`config.mk`:
```
export PLATFORM = sky130hd
export DESIGN_NAME = lcd_flm_ac_gen
export DESIGN_NICKNAME = d
export VERILOG_FILES = /design/src/rtl/lcdfa_pkg.sv /design/src/rtl/lcdfa_rst_sync.sv /design/src/rtl/lcdfa_lp_edge.sv /design/src/rtl/lcdfa_flm_gen.sv /design/src/rtl/lcdfa_ac_gen.sv /design/src/rtl/lcd_flm_ac_gen.sv
export SDC_FILE = /design/constraint.sdc
export NUM_CORES = 1
export LEC_CHECK = 0
export ABC_AREA = 1
export BUFFER_PORTS_ARGS = -buffer_cell sky130_fd_sc_hd__buf_4
export CAP_MARGIN = 10
export CORE_MARGIN = 1.5
export CORE_UTILIZATION = 55
export CTS_BUF_LIST = sky130_fd_sc_hd__clkbuf_8
export DETAILED_ROUTE_END_ITERATION = 16
export PLACE_DENSITY_LB_ADDON = 0.25
export RECOVER_POWER = 25
export SKIP_CTS_REPAIR_TIMING = 1
export SYNTH_ARGS = -nofsm -noshare
export SYNTH_HDL_FRONTEND = slang
export SYNTH_SLANG_ARGS = --single-unit
```
`constraint.sdc`:
```
create_clock -name clk -period 0.8 [get_ports clk]
set_input_delay 0.04 -clock clk [delete_from_list [all_inputs] [get_ports clk]]
set_output_delay 0.04 -clock clk [all_outputs]
set_load 0.1 [all_outputs]
```
`src/rtl/lcdfa_pkg.sv`:
```
package lcdfa_pkg;

  // Alignment of the frame marker with respect to the latch pulse.
  typedef enum logic {
    FLM_LINE = 1'b0,  // marker covers the first line up to its pulse end
    FLM_SPAN = 1'b1   // marker spans from last-line pulse end to first-line pulse end
  } flm_mode_e;

  // Behaviour of the polarity output.
  typedef enum logic {
    AC_PER_FRAME = 1'b0,
    AC_COUNTED   = 1'b1
  } ac_mode_e;

endpackage

```
`src/rtl/lcdfa_rst_sync.sv`:
```
module lcdfa_rst_sync #(
  parameter int STAGES = 2
) (
  input  logic clk,
  input  logic arst_n,
  output logic rst_n_o
);

  logic [STAGES-1:0] chain_q;
  logic [STAGES-1:0] chain_d;

  generate
    if (STAGES == 1) begin : g_single
      always_comb chain_d = 1'b1;
    end else begin : g_multi
      always_comb chain_d = {chain_q[STAGES-2:0], 1'b1};
    end
  endgenerate

  always_ff @(posedge clk or negedge arst_n) begin
    if (!arst_n) chain_q <= '0;
    else         chain_q <= chain_d;
  end

  assign rst_n_o = chain_q[STAGES-1];

endmodule

```
`src/rtl/lcdfa_lp_edge.sv`:
```
module lcdfa_lp_edge (
  input  logic clk,
  input  logic rst_n,
  input  logic lp,
  output logic lp_fall
);

  logic lp_q;

  always_ff @(posedge clk or negedge rst_n) begin
    if (!rst_n) lp_q <= 1'b0;
    else        lp_q <= lp;
  end

  // High in the first clock that samples the pulse low after it was high.
  assign lp_fall = lp_q & ~lp;

endmodule

```
`src/rtl/lcdfa_flm_gen.sv`:
```
module lcdfa_flm_gen
  import lcdfa_pkg::*;
(
  input  logic clk,
  input  logic rst_n,
  input  logic alt_mode,
  input  logic lp_fall,
  input  logic first_line,
  input  logic last_line,
  output logic flm
);

  flm_mode_e mode;
  logic      flm_q, flm_d;
  logic      used_q, used_d;   // first-line pulse already ended

  assign mode = alt_mode ? FLM_SPAN : FLM_LINE;

  always_comb begin
    used_d = used_q;
    if (!first_line)  used_d = 1'b0;
    else if (lp_fall) used_d = 1'b1;
  end

  always_comb begin
    flm_d = flm_q;
    case (mode)
      FLM_SPAN: begin
        if (lp_fall && last_line)       flm_d = 1'b1;
        else if (lp_fall && first_line) flm_d = 1'b0;
      end
      default: begin
        flm_d = first_line && !used_q && !lp_fall;
      end
    endcase
  end

  always_ff @(posedge clk or negedge rst_n) begin
    if (!rst_n) begin
      flm_q  <= 1'b0;
      used_q <= 1'b0;
    end else begin
      flm_q  <= flm_d;
      used_q <= used_d;
    end
  end

  assign flm = flm_q;

endmodule

```
`src/rtl/lcdfa_ac_gen.sv`:
```
module lcdfa_ac_gen
  import lcdfa_pkg::*;
#(
  parameter int CNT_W = 5
) (
  input  logic             clk,
  input  logic             rst_n,
  input  logic             lp_fall,
  input  logic             last_line,
  input  logic             ctrl_en,
  input  logic [CNT_W-1:0] ctrl_cnt,
  output logic             ac,
  output logic             en_cur
);

  ac_mode_e         mode_q, mode_d;
  logic [CNT_W-1:0] lim_q, lim_d;
  logic [CNT_W-1:0] cnt_q, cnt_d;
  logic             ac_q, ac_d;

  always_comb begin
    mode_d = mode_q;
    lim_d  = lim_q;
    cnt_d  = cnt_q;
    ac_d   = ac_q;
    // Count this falling edge with the settings in force.
    if (mode_q == AC_COUNTED) begin
      if (cnt_q == lim_q) begin
        ac_d  = ~ac_q;
        cnt_d = '0;
      end else begin
        cnt_d = cnt_q + 1'b1;
      end
    end else if (last_line) begin
      ac_d = ~ac_q;
    end
    // Frame boundary: take the new control word, restart the count.
    if (last_line) begin
      cnt_d  = '0;
      mode_d = ctrl_en ? AC_COUNTED : AC_PER_FRAME;
      lim_d  = ctrl_cnt;
    end
  end

  always_ff @(posedge clk or negedge rst_n) begin
    if (!rst_n) begin
      mode_q <= AC_PER_FRAME;
      lim_q  <= '0;
      cnt_q  <= '0;
      ac_q   <= 1'b0;
    end else if (lp_fall) begin
      mode_q <= mode_d;
      lim_q  <= lim_d;
      cnt_q  <= cnt_d;
      ac_q   <= ac_d;
    end
  end

  assign ac     = ac_q;
  assign en_cur = (mode_q == AC_COUNTED);

endmodule

```
`src/rtl/lcd_flm_ac_gen.sv`:
```
module lcd_flm_ac_gen #(
  parameter int CTRL_W      = 8,
  parameter int CNT_W       = 5,
  parameter int EN_BIT      = 7,
  parameter int SYNC_STAGES = 2
) (
  input  logic              clk,
  input  logic              rst_n,
  input  logic              lp,
  input  logic              first_line,
  input  logic              last_line,
  input  logic              alt_flm,
  input  logic [CTRL_W-1:0] ac_ctrl,
  output logic              flm,
  output logic              ac
);

  localparam int SPARE_LO = CNT_W;
  localparam int SPARE_HI = EN_BIT - 1;
  localparam int TOP_HI   = CTRL_W - 1;

  logic rst_sync_n;
  logic lp_fall;
  logic ac_en_cur;

  generate
    if (SPARE_HI >= SPARE_LO) begin : g_spare
      logic unused_spare;
      assign unused_spare = ^ac_ctrl[SPARE_HI:SPARE_LO];
    end
    if (TOP_HI > EN_BIT) begin : g_top
      logic unused_top;
      assign unused_top = ^ac_ctrl[TOP_HI:EN_BIT+1];
    end
  endgenerate

  lcdfa_rst_sync #(.STAGES(SYNC_STAGES)) u_rst (
    .clk     (clk),
    .arst_n  (rst_n),
    .rst_n_o (rst_sync_n)
  );

  lcdfa_lp_edge u_edge (
    .clk     (clk),
    .rst_n   (rst_sync_n),
    .lp      (lp),
    .lp_fall (lp_fall)
  );

  lcdfa_flm_gen u_flm (
    .clk        (clk),
    .rst_n      (rst_sync_n),
    .alt_mode   (alt_flm),
    .lp_fall    (lp_fall),
    .first_line (first_line),
    .last_line  (last_line),
    .flm        (flm)
  );

  lcdfa_ac_gen #(.CNT_W(CNT_W)) u_ac (
    .clk       (clk),
    .rst_n     (rst_sync_n),
    .lp_fall   (lp_fall),
    .last_line (last_line),
    .ctrl_en   (ac_ctrl[EN_BIT]),
    .ctrl_cnt  (ac_ctrl[CNT_W-1:0]),
    .ac        (ac),
    .en_cur    (ac_en_cur)
  );

endmodule

```
==> summary.md <==
| Metric | Value |
|---|---|
| Outcome | `finished, violations left` |
| Failing checks | `negative setup slack` |
| Synth cell count leaders | `nand2_1, dfrtp_1, inv_1` |
| Synthesized area | `840 sq um` |
| Hold Path Class | `in2reg` |
| Register area | `428 sq um` |
| Post-route ant nets | `0` |
| R2R Path Start | `u_ac.cnt_q[0]` |
| 1st-pass router iterations | `4` |
| Hold_sp | `ac_ctrl[7]` |
| TNS Setup | `-5.28 ns` |
| Die H | `42.1 microns` |
| Clock transition at path regs | `0.07 ns` |
| H-tree depth | `1` |
| Clk sink count | `17` |
| Synth Area per Inst | `8.75 sq um` |
| Synth Instances | `96` |
| HPWL after DPL | `1310 microns` |
| Startpoint Class | `register` |
| Number of global-route vias before repair | `750` |
| Final setup margin | `-0.514 ns` |
| Synth unique cells | `21` |
| Async SR Flop Fraction | `100%` |
| Layout Nets | `148` |
| CP Capture Type | `register` |
| Largest cells by area after synthesis | `dfrtp_1, nand2_1, inv_1` |
| Drt initial violations | `66` |
| Placed cells | `138` |
| Synth Net Count | `111` |
| Critical Path AT | `1.46 ns` |
| Most used flip-flop cell after synthesis | `dfrtp_1` |
| Clock latency on the worst-skew pair | `0.26 ns` |
| Max Root-Sink Buffers | `2` |
| # setup viols final | `16` |
| Total grt overflow | `0` |
| Multi-input logic area | `438 sq um` |
| Final Non-Filler Cells | `147` |
| Post-synth EDFFs | `0` |
| Initial antenna violation count | `0` |
| Port Buffers | `13` |
| Share of the synthesized area in the top cell type | `50.7%` |
| Via count | `889` |
| Area Overhead vs Synth | `51.1%` |
| Crit Path Class | `reg2reg` |
| Top cell type by total area after synthesis | `dfrtp_1` |
| Required time of the critical path | `0.95 ns` |
| RSZ-0062 raised after global routing | `yes` |
| Synth Register Bits | `17` |
| LEAKAGE | `0.639 nW` |
| Gr usage total | `25.0%` |
| Max Fclk | `761 MHz` |
| Final Cell Area | `1270 sq um` |
| Avg WL per Cell | `19.9 microns` |
| Drt total wl | `2930 microns` |
| # DRC | `0` |
| Fillers | `55` |
| First-pass GRT wire length | `3220 microns` |
| Slew Viols, Final | `0` |
| Maxcap violations | `0` |
| Minimum clock period | `1.31 ns` |
| Largest net degree at the start of global routing | `16` |
| Via-to-Cell Ratio | `6.05` |
| Top-count cell post-synth | `nand2_1` |
| Share of layout cells above drive strength 1 | `44.7%` |
| Final hold vios | `0` |
| Total clock buffers created by CTS | `3` |
| Peak supply drop | `2.13 mV` |
| Place WS | `-0.354 ns` |
| Die ar. | `1770 sq um` |
| Area of the core | `1370 sq um` |
| Pwr Density | `2280 nW/um^2` |
| Num rows | `13` |
| Cell Area, Placed | `1070 sq um` |
| Final worst path period share | `164%` |
| Die width | `42.1 microns` |
| Ys Warns | `0` |
| Worst hold slack | `0.00852 ns` |
| Layout Skew | `0.00432 ns` |
| Crit-path max FO | `4` |
| ANT cells | `0` |
| Clk root buf | `clkbuf_8` |
| Sequential area share after synthesis | `50.7%` |
| CTS tree | `done` |
| Setup crit start | `u_ac.cnt_q[0]` |
| I/O pin count | `16` |
| GPL Wtd Cong | `0.834` |
| Initial Util | `61.4%` |
-- worst paths after layout --
| check | to | slack [ns] | depth (start not counted) |
|---|---|---|---|
| min reg2reg | u_flm.used_q | 0.25 | 1 |
| min | u_ac.en_cur | 0.009 | 2 |
| min in group asynchronous | u_rst.chain_q[0] | 0.09 | 2 |
| max | u_ac.cnt_q[4] | -0.51 | 6 |
| max reg2reg | u_ac.cnt_q[4] | -0.51 | 6 |
| max in group asynchronous | u_ac.ac | 0.25 | 1 |
-- per-stage QoR --
stage / power (W) / utilization, %
after global routing: 0.00297 / 92.9
final: 0.00289 / 92.9
after global placement: 0.00198 / 78.5
after CTS: 0.00267 / 81.8
after detailed placement: 0.00202 / 78.5
after floorplan: 0.00168 / -
-- flip-flops by register name, indices dropped and copies added (netlist names) --
| signal | flops |
|---|---|
| u_flm.used_q | 1 |
| u_ac.cnt_q | 5 |
| u_ac.ac | 1 |
| u_ac.lim_q | 5 |
| u_ac.en_cur | 1 |
| u_rst.chain_q | 2 |
| u_edge.lp_q | 1 |
| u_flm.flm | 1 |
-- critical path, stage by stage (launching register included) --
cell and delay [ns]:
dfrtp_1 0.43, ha_1 0.25, nand2_1 0.11, nor2_1 0.05, nand2_1 0.07, xor2_1 0.20
nor2_1 0.08
-- layer usage --
metal	track usage (%)	part of all wire, %	up-vias
met5	0	0	-
met4	12.5	6.0	0
met3	4.31	8.2	27
met2	47.8	50	67
met1	25.6	36	427
li1	-	-	368
-- cell usage in the layout, fill, tap and decap left out, drive strengths merged --
cell type     n
nand4         4
mux2          2
nor2         13
xnor2         1
o21ai         1
xor2          3
ha            1
nand2        27
clkbuf        6
a21oi         6
a31oi         1
conb          1
dfrtp        17
dlygate4sd3   2
inv          16
buf          28
nand3         3
-- area by class of cell --
class / instances / area share [%]
clock buffer: 3 / 3.25
multi-input combinational: 63 / 34.5
timing repair buffer: 33 / 22.3
sequential: 17 / 33.7
inverter: 15 / 4.44
tap: 15 / 1.48
clock inverter: 1 / 0.296
-- kinds of logic after synthesis --
kind of cell / count (synthesis) / share of synthesized area, %
AND/OR/NAND/NOR: 47 / 27.4
flip-flops: 17 / 50.7
multiplexers: 2 / 2.68
XOR/XNOR: 4 / 5.07
buffers and inverters: 16 / 7.30
other: 1 / 0.447
AO/OA/AOI/OAI: 8 / 4.92
adder cells (fa/ha/maj): 1 / 1.49
-- power breakdown --
| part | total [W] | switching (W) | leakage (nW) | internal (W) |
|---|---|---|---|---|
| clock | 0.000670 | 0.000328 | 0.0269 | 0.000342 |
| combinational | 0.00110 | 0.000686 | 0.408 | 0.000418 |
| sequential | 0.00112 | 0.000125 | 0.205 | 0.000994 |
| total | 0.00289 | 0.00114 | 0.639 | 0.00175 |
Power figures use the tool's default switching activity.
